### src/rtl/cic_pkg.sv
package cic_pkg;
    localparam int BYTE_W = 8;
    localparam int ADDR_W = 3;

    typedef enum logic [ADDR_W-1:0] {
        OFS_LO_MASK = 3'd0,
        OFS_LO_STAT = 3'd1,
        OFS_ROUTE   = 3'd2,
        OFS_HI_MASK = 3'd3,
        OFS_HI_STAT = 3'd4,
        OFS_CTRL    = 3'd5
    } reg_ofs_e;

    // bit within the high bank that mirrors the low-bank summary
    localparam int SUMMARY_BIT = 1;
    // bit within the high bank carrying the pen-down source
    localparam int PEN_BIT = 4;
    // route byte bit that selects the direct line for pen-down (0 = direct)
    localparam int PEN_ROUTE_BIT = 1;
    // high-bank bits excluded from priority and cascade
    localparam logic [BYTE_W-1:0] HI_SKIP = (BYTE_W'(1) << SUMMARY_BIT) | (BYTE_W'(1) << PEN_BIT);
endpackage

### src/rtl/cic_pick.sv
module cic_pick #(
    parameter int W = 8,
    parameter logic [W-1:0] SKIP = '0,
    localparam int IDX_W = $clog2(W)
) (
    input  logic [W-1:0]     stat_n,
    input  logic [W-1:0]     mask,
    output logic [W-1:0]     req,
    output logic             any,
    output logic [IDX_W-1:0] idx
);
    logic [W-1:0] forced;

    always_comb begin
        forced = stat_n | mask | SKIP;
        req    = ~forced;
        any    = 1'b0;
        idx    = '0;
        for (int i = W - 1; i >= 0; i--) begin
            if (req[i]) begin
                any = 1'b1;
                idx = IDX_W'(i);
            end
        end
    end
endmodule

### src/rtl/cic_regs.sv
module cic_regs
    import cic_pkg::*;
#(
    parameter int W  = BYTE_W,
    parameter int AW = ADDR_W
) (
    input  logic          clk,
    input  logic          rst_n,
    input  logic          wr,
    input  logic          rd,
    input  logic [AW-1:0] addr,
    input  logic [W-1:0]  wdata,
    input  logic [W-1:0]  lo_stat,
    input  logic [W-1:0]  hi_stat,
    output logic [W-1:0]  lo_mask,
    output logic [W-1:0]  hi_mask,
    output logic [W-1:0]  route,
    output logic [W-1:0]  ctrl,
    output logic [W-1:0]  rdata
);
    logic [W-1:0] rd_mux;

    always_comb begin
        unique case (addr)
            OFS_LO_MASK: rd_mux = lo_mask;
            OFS_LO_STAT: rd_mux = lo_stat;
            OFS_ROUTE:   rd_mux = route;
            OFS_HI_MASK: rd_mux = hi_mask;
            OFS_HI_STAT: rd_mux = hi_stat;
            OFS_CTRL:    rd_mux = ctrl;
            default:     rd_mux = '0;
        endcase
    end

    always_ff @(posedge clk or negedge rst_n) begin
        if (!rst_n) begin
            lo_mask <= '1;
            hi_mask <= '1;
            route   <= '1;
            ctrl    <= '0;
            rdata   <= '0;
        end else begin
            if (wr) begin
                unique case (addr)
                    OFS_LO_MASK: lo_mask <= wdata;
                    OFS_ROUTE:   route   <= wdata;
                    OFS_HI_MASK: hi_mask <= wdata;
                    OFS_CTRL:    ctrl    <= wdata;
                    default: ;
                endcase
            end
            if (rd) rdata <= rd_mux;
        end
    end

    a_r2_lo_mask_write: assert property (@(posedge clk) disable iff (!rst_n)
        (wr && addr == OFS_LO_MASK) |=> lo_mask == $past(wdata));
    a_r2_rdata_hold: assert property (@(posedge clk) disable iff (!rst_n)
        !rd |=> $stable(rdata));
    a_r3_status_no_store: assert property (@(posedge clk) disable iff (!rst_n)
        (wr && (addr == OFS_LO_STAT || addr == OFS_HI_STAT)) |=>
            $stable(lo_mask) && $stable(hi_mask) && $stable(route) && $stable(ctrl));
endmodule

### src/rtl/cic_top.sv
module cic_top
    import cic_pkg::*;
#(
    parameter int BANK_W = BYTE_W,
    localparam int IDX_W = $clog2(BANK_W),
    localparam int SRC_N = 2 * BANK_W,
    localparam int ID_W  = IDX_W + 1
) (
    input  logic              clk,
    input  logic              rst_n,
    input  logic              bus_wr,
    input  logic              bus_rd,
    input  logic [ADDR_W-1:0] bus_addr,
    input  logic [BANK_W-1:0] bus_wdata,
    output logic [BANK_W-1:0] bus_rdata,
    input  logic [SRC_N-1:0]  src_n,
    output logic              cascade_irq,
    output logic              direct_irq,
    output logic              pick_valid,
    output logic [ID_W-1:0]   pick_id
);
    logic [BANK_W-1:0] lo_mask, hi_mask, route, ctrl;
    logic [BANK_W-1:0] hi_stat_view;
    logic [BANK_W-1:0] bank_mask [2];
    logic [BANK_W-1:0] bank_req  [2];
    logic              bank_any  [2];
    logic [IDX_W-1:0]  bank_idx  [2];

    assign bank_mask[0] = lo_mask;
    assign bank_mask[1] = hi_mask;

    generate
        for (genvar b = 0; b < 2; b++) begin : g_bank
            cic_pick #(
                .W    (BANK_W),
                .SKIP ((b == 0) ? BANK_W'(0) : HI_SKIP)
            ) u_pick (
                .stat_n (src_n[b*BANK_W +: BANK_W]),
                .mask   (bank_mask[b]),
                .req    (bank_req[b]),
                .any    (bank_any[b]),
                .idx    (bank_idx[b])
            );
        end
    endgenerate

    always_comb begin
        hi_stat_view = src_n[SRC_N-1:BANK_W];
        hi_stat_view[SUMMARY_BIT] = ~bank_any[0];
    end

    cic_regs #(.W(BANK_W), .AW(ADDR_W)) u_regs (
        .clk     (clk),
        .rst_n   (rst_n),
        .wr      (bus_wr),
        .rd      (bus_rd),
        .addr    (bus_addr),
        .wdata   (bus_wdata),
        .lo_stat (src_n[BANK_W-1:0]),
        .hi_stat (hi_stat_view),
        .lo_mask (lo_mask),
        .hi_mask (hi_mask),
        .route   (route),
        .ctrl    (ctrl),
        .rdata   (bus_rdata)
    );

    always_comb begin
        pick_valid = bank_any[0] | bank_any[1];
        if (bank_any[0])      pick_id = {1'b0, bank_idx[0]};
        else if (bank_any[1]) pick_id = {1'b1, bank_idx[1]};
        else                  pick_id = '0;
    end

    assign cascade_irq = (|bank_req[0]) | (|bank_req[1]);
    assign direct_irq  = ~src_n[BANK_W + PEN_BIT] & ~route[PEN_ROUTE_BIT];

    a_r10_cascade_valid: assert property (@(posedge clk) disable iff (!rst_n)
        cascade_irq == pick_valid);
    a_r11_idle_zero: assert property (@(posedge clk) disable iff (!rst_n)
        !pick_valid |-> pick_id == '0);
    a_r6_lo_first: assert property (@(posedge clk) disable iff (!rst_n)
        (!src_n[0] && !lo_mask[0]) |-> (pick_valid && pick_id == '0));
    a_r8_skip_bits: assert property (@(posedge clk) disable iff (!rst_n)
        pick_valid |-> (pick_id != ID_W'(BANK_W + SUMMARY_BIT) && pick_id != ID_W'(BANK_W + PEN_BIT)));
    a_r5_lo_unmasked: assert property (@(posedge clk) disable iff (!rst_n)
        (pick_valid && !pick_id[ID_W-1]) |-> (!lo_mask[pick_id[IDX_W-1:0]] && !src_n[pick_id[IDX_W-1:0]]));
    a_r7_hi_lowest: assert property (@(posedge clk) disable iff (!rst_n)
        (pick_valid && pick_id[ID_W-1]) |-> (!hi_mask[pick_id[IDX_W-1:0]] && !src_n[pick_id]));
endmodule

### config.mk
export PLATFORM = sky130hd
export DESIGN_NAME = cic_top
export DESIGN_NICKNAME = d
export VERILOG_FILES = /design/src/rtl/cic_pkg.sv /design/src/rtl/cic_pick.sv /design/src/rtl/cic_regs.sv /design/src/rtl/cic_top.sv
export SDC_FILE = /design/constraint.sdc
export NUM_CORES = 1
export LEC_CHECK = 0
export ABC_AREA = 1
export BUFFER_PORTS_ARGS = -buffer_cell sky130_fd_sc_hd__buf_2
export CAP_MARGIN = 20
export CORE_MARGIN = 8
export CORE_UTILIZATION = 53
export DETAILED_ROUTE_END_ITERATION = 6
export PLACE_DENSITY = 0.74
export SYNTH_ARGS = -nofsm -noshare
export SYNTH_HDL_FRONTEND = slang
export SYNTH_SLANG_ARGS = --single-unit
### constraint.sdc
create_clock -name clk -period 2.3 [get_ports clk]
set_input_delay 0.23 -clock clk [delete_from_list [all_inputs] [get_ports clk]]
set_output_delay 0.23 -clock clk [all_outputs]
set_load 0.01 [all_outputs]
==> results.toml, run 1 <==
[setup_path]
crit_start = "u_regs.hi_mask[7]"
crit_arrival_ns = 1.78
r2r_slack_ns = 1.08
ff2ff_path_depth = 7
worstPathRequired_ns = 2.07
r2r_end = "u_regs.rdata[1]"
critical_path_class = "reg -> out"
cp_max_fo = 3
start_kind = "flip-flop"
rr_startpoint = "u_regs.lo_mask[3]"
crit_path_end_kind = "output port"

[floorplan]
die_h_um = 82.8
start_util = 0.547
die_w_um = 82.8
rows = 24
die_area_um2 = 6860
pin_count = 46
core_area_um2 = 4320

[synthesis]
ys_seq_area_frac = 0.436
netlist_top_cells_count = "nand2_1, inv_1, nor2_1, dfstp_2, nand3_1"
yosys_most_used_dff = "dfstp_2"
syn_avg_cell_area_um2 = 7.51
synth_edf_count = 0
ys_top_cells_by_area = "dfstp_2, nand2_1, dfrtp_1"
yosysMostFrequentCell = "nand2_1"
synthCells = 315
synth_area_um2 = 2370
ys_ff_latch = 40
synth_top_area_frac = 0.267
yosysTopAreaCell = "dfstp_2"
ys_warn_count = 0
synth_nets = 346
synthArstFlopShare = 1.00
ys_types = 27

[clocking]
clockBufferDepth = 2
cts_root_buf = "clkbuf_8"
cts_setup_buffers = 0
cts_tree = "built"
clkLatencyLatePin_ns = 0.30
cts-htree-levels = 2
cts_buffers = 5
post_cts_resize_count = 0
cts_hold_buffers = 0
clk_pin_slew_ns = 0.08
numClockSinks = 40

[grt]
grt_overflow = 0
grt_pass1_wl_um = 9430
grt_antenna_before_repair = 0
grtUsageTotal = 0.165
grt_max_degree = 41
grt_pass1_vias = 1953

[route]
post-route-drc-count = 0
drt_wl_total_um = 5560
wl_per_cell_um = 13.5
drtIter0Drc = 126
num_vias = 2064
ant_nets = 0
drt_pre_antenna_iters = 5
avgViaCountPerCell = 5.01

[power]
p_per_area_nw_per_um2 = 738
pwr-share-seq = 0.484
peakVddDrop_v = 0.000404
p_comb_frac = 0.227
p_total_w = 0.00199
power.switching_w = 0.000610
p_int_w = 0.00138
p_sw_frac = 0.306
power_frac_clock = 0.289
p_leak_nw = 1.42

[sta]
tightest_slew_ns = 0.888
fin_tns_setup_ns = 0
rsz0062_at_grt = "no"
max_freq_ghz = 0.497
fin_crit_sh = 0.875
final_max_slew_viol_count = 0
hold_viol_final = 0
slew_headroom = 0.408
setup_violations = 0
finalCriticalPeriod_ns = 2.01
finalClockSkew_ns = 0.00416

[finish]
nets = 390
final_layout_size_suffix_gt1_frac = 0.319
fill_cells = 418
antennaDiodeCount = 0
final_cell_area_um2 = 2700
areaGrowthSynthToFinish_pct = 14.3

[place]
place_area_um2 = 2590
place_congestion = 0.868
io_buffer_count = 44
hpwl_um = 4310

[min_path]
hold_class = "in -> async"

[outcome]
status = "finished clean"

[run]
maxCapViolCount = 0
==> layout make-up <==
cell class | count | area [um2] | area share
clock buffers | 5 | 68.8 | 0.0255
clock inverters | 3 | 42.5 | 0.0157
repair buffers | 44 | 220 | 0.0814
well taps | 52 | 65.1 | 0.0241
flip-flops and latches | 40 | 1030 | 0.381
multi-input cells | 227 | 1110 | 0.412
inverters | 41 | 161 | 0.0597
==> registers in the layout (all words and copies together) (netlist names) <==
name and count:
u_regs.hi_mask 8, u_regs.lo_mask 8, u_regs.route 8, u_regs.rdata 8
u_regs.ctrl 8
==> worst max path at each step <==
| stage | to | slack, ns | depth (start not counted) |
|---|---|---|---|
| floorplan | pick_id[1] | 0.86 | 6 |
| global placement | cascade_irq | 0.71 | 6 |
| detailed placement | pick_id[3] | 0.67 | 6 |
| CTS | pick_id[3] | 0.33 | 6 |
| global route | cascade_irq | 0.16 | 6 |
| finish | cascade_irq | 0.29 | 6 |
==> critical path, cell delays in order (launching register included) <==
cell     delay, ns
dfstp_2       0.55
nor2_1        0.06
a21oi_1       0.18
nand2_1       0.10
nor3_1        0.35
nand2_1       0.08
buf_2         0.15
==> metrics by stage <==
step	setup WS (ns)	utilization	cells	hold WS (ns)
floorplan	0.858	-	315	-0.0656
global placement	0.707	0.600	404	0.393
detailed placement	0.666	0.600	404	0.404
CTS	0.326	0.625	412	0.0801
global route	0.160	0.625	412	0.123
finish	0.287	0.625	412	0.0514
==> power groups by stage <==
stage	Sequential [W]	Clock [W]	Combinational (W)
global placement	0.000972	0	0.000443
floorplan	0.000967	0	0.000303
detailed placement	0.000975	0	0.000454
CTS	0.000964	0.000590	0.000456
finish	0.000966	0.000577	0.000452
global route	0.000984	0.000614	0.000516
==> layer usage <==
metal / track usage / vias to the layer above / wire length [um]
met5: 0 / - / 0
met4: 0.0543 / 0 / 66
met3: 0.0430 / 5 / 412
met2: 0.246 / 56 / 2490
met1: 0.225 / 926 / 2590
li1: - / 1077 / -
==> kinds of logic (layout without fill, tap and decap cells) <==
family,Yosys count,count (layout),share of synthesized area
buf+inv,48,93,0.0931
flops,40,40,0.436
simple gates,184,184,0.354
compound gates,43,43,0.117
==> layout by cell type, fill, tap and decap left out, types with 5 or more instances in the layout <==
cell type  instances
o21ai_0            6
or2_2              6
nand2_2            5
buf_2             44
inv_1             37
clkbuf_8           5
o21ai_1           17
nand2_1          116
nand3_1           18
dfrtp_1           16
o21ai_2           15
dfstp_2           24
nor2_1            26
No activity file was read; power rests on OpenSTA's default activity.
==> run 2: changes to the inputs <==
Settings changed: ABC_AREA 1 to not set, PLACE_DENSITY 0.74 to 0.75.
==> run 2 against run 1 <==
  * Clock power decreased by 17%
  * Routed wire length is 0.63% lower
  * Highest routed layer unchanged
  * Synthesized cell count shrank 37%
  * Maximum frequency fell by 2.3%
  * Clock-buffer cell count rose by 3
  * Power rose by 0.31%
  * Largest power group unchanged
==> results.toml, run 2 <==
[outcome]
status = "finished clean"

[sta]
max_freq_ghz = 0.485
fin_tns_setup_ns = 0
fin_crit_sh = 0.896
finalClockSkew_ns = 0.00819
finalCriticalPeriod_ns = 2.06
setup_violations = 0
slew_headroom = 0.414
rsz0062_at_grt = "no"
hold_viol_final = 0
tightest_slew_ns = 0.879
final_max_slew_viol_count = 0

[setup_path]
r2r_slack_ns = 0.65
r2r_end = "u_regs.rdata[1]"
start_kind = "flip-flop"
crit_arrival_ns = 1.83
cp-endpoint = "cascade_irq"
cpPeakStageDelay_ns = 0.57
crit_path_end_kind = "output port"
cp_max_fo = 5
crit_start = "u_regs.hi_mask[7]"
rr_startpoint = "u_regs.lo_mask[1]"
path_buf_inv = 1
critical_path_class = "reg -> out"
worstPathCellList = "o22a_1 -> o21ai_0 -> nor3_1 -> nand2_1 -> buf_2"
crit_cells = 5
worstPathRequired_ns = 2.07
slowest_stage = "dfstp_2"
ff2ff_path_depth = 4
critPathTopFamily = "flip-flops"

[floorplan]
die_area_um2 = 6540
die_h_um = 80.9
die_w_um = 80.9
start_util = 0.554
core_area_um2 = 4030
pin_count = 46
rows = 23

[power]
p_per_area_nw_per_um2 = 781
p_int_w = 0.00141
p_sw_frac = 0.293
power_frac_clock = 0.240
p_leak_nw = 1.08
power.switching_w = 0.000586
p_comb_frac = 0.244
peakVddDrop_v = 0.000497
pwr-share-seq = 0.516

[clocking]
clkLatencyLatePin_ns = 0.29
post_cts_resize_count = 0
cts_buffers = 5
cts_setup_buffers = 0
cts_tree = "built"
clockBufferDepth = 2
numClockSinks = 40
cts_hold_buffers = 0
clk_pin_slew_ns = 0.08
cts_root_buf = "clkbuf_8"
cts-htree-levels = 2

[route]
drt_wl_total_um = 5520
met3_wirelength_um = 363
drt_pre_antenna_iters = 4
highest_layer = "met4"
drtIter0Drc = 186
ant_nets = 0
drt-met1-wl_um = 2510
wl_per_cell_um = 18.9
avgViaCountPerCell = 6.26
dr_wl_met2_um = 2540
post-route-drc-count = 0
num_vias = 1829

[synthesis]
netlist_top_cells_count = "mux2_2, dfstp_2, nor2_1, dfrtp_1, a21oi_1"
synthSimpleGateAreaFrac = 0.104
yosys.area_share.adder = 0
synth_top_area_frac = 0.283
ys_seq_area_frac = 0.462
synth-compound-area-share = 0.169
ys_warn_count = 0
yosysMostFrequentCell = "mux2_2"
synth-xor-area-share = 0
ys_ff_latch = 40
yosys_most_used_dff = "dfstp_2"
ys_top_cells_by_area = "dfstp_2, dfrtp_1, mux2_2"
synth_nets = 230
synth_area_um2 = 2230
yosysTopAreaCell = "dfstp_2"
synthCells = 199
synth_edf_count = 0
syn_avg_cell_area_um2 = 11.2
synthArstFlopShare = 1.00
synth_top_family_by_area = "multiplexers"
ys_types = 42
synthMuxAreaShare = 0.227

[finish]
layout_common_cells = "buf_2, mux2_2, dfstp_2"
final_layout_size_suffix_gt1_frac = 0.492
nets = 272
final_cell_area_um2 = 2560
areaGrowthSynthToFinish_pct = 14.7
antennaDiodeCount = 0
mostFrequentLayoutCell = "buf_2"

[place]
place_area_um2 = 2470
hpwl_um = 4010
place_congestion = 0.831
io_buffer_count = 44

[grt]
grt_pass1_vias = 1788
grtUsageTotal = 0.172
grt_antenna_before_repair = 0
grt_pass1_wl_um = 8740
grt_max_degree = 41
grt_overflow = 0

[run]
maxCapViolCount = 0

[min_path]
hold_class = "in -> async"
-- run 2: power by group through the flow --
stage / registers (W) / clock network, W / logic (W)
2_1_floorplan: 0.00101 / 0 / 0.000340
3_3_place_gp: 0.00103 / 0 / 0.000478
3_5_place_dp: 0.00104 / 0 / 0.000488
4_1_cts: 0.00103 / 0.000489 / 0.000489
5_1_grt: 0.00105 / 0.000516 / 0.000537
6_report: 0.00103 / 0.000481 / 0.000488
-- run 2: cell type report --
type                    instances  area, um2
clock buffers                   8       90.1
fillers                       350       1470
inverters                       3       11.3
multi-input cells             143       1120
flip-flops and latches         40       1030
well taps                      50       62.6
repair buffers                 48        250
-- run 2: how the worst min path moves through the flow --
stage | endpoint | slack [ns] | from | depth (start not counted)
6_report | u_regs.rdata[6] | 0.05 | rst_n | 1
4_1_cts | u_regs.rdata[6] | 0.08 | rst_n | 1
2_1_floorplan | u_regs.ctrl[0] | -0.07 | rst_n | 0
5_1_grt | u_regs.rdata[6] | 0.12 | rst_n | 1
3_3_place_gp | u_regs.rdata[6] | 0.39 | rst_n | 1
3_5_place_dp | u_regs.rdata[6] | 0.39 | rst_n | 1
-- run 2: per-stage QoR --
stage	utilization	setup slack (ns)	std cells	power, W	hold WS, ns
floorplan	-	0.825	199	0.00135	-0.0656
detailed placement	0.613	0.551	284	0.00153	0.391
global route	0.636	0.0728	292	0.00210	0.117
global placement	0.613	0.573	284	0.00151	0.394
CTS	0.636	0.229	292	0.00201	0.0751
finish	0.636	0.240	292	0.00200	0.0514
-- run 2: routing by layer --
layer  up-vias  track usage
li1        835            -
met1       912        0.221
met2        70        0.273
met3        12       0.0519
met4         0       0.0518
met5         -            0
-- run 2: logic make-up after synthesis --
kind of cell,count (synthesis)
mux,45
flops,40
compound gates,57
simple gates,41
buf+inv,16
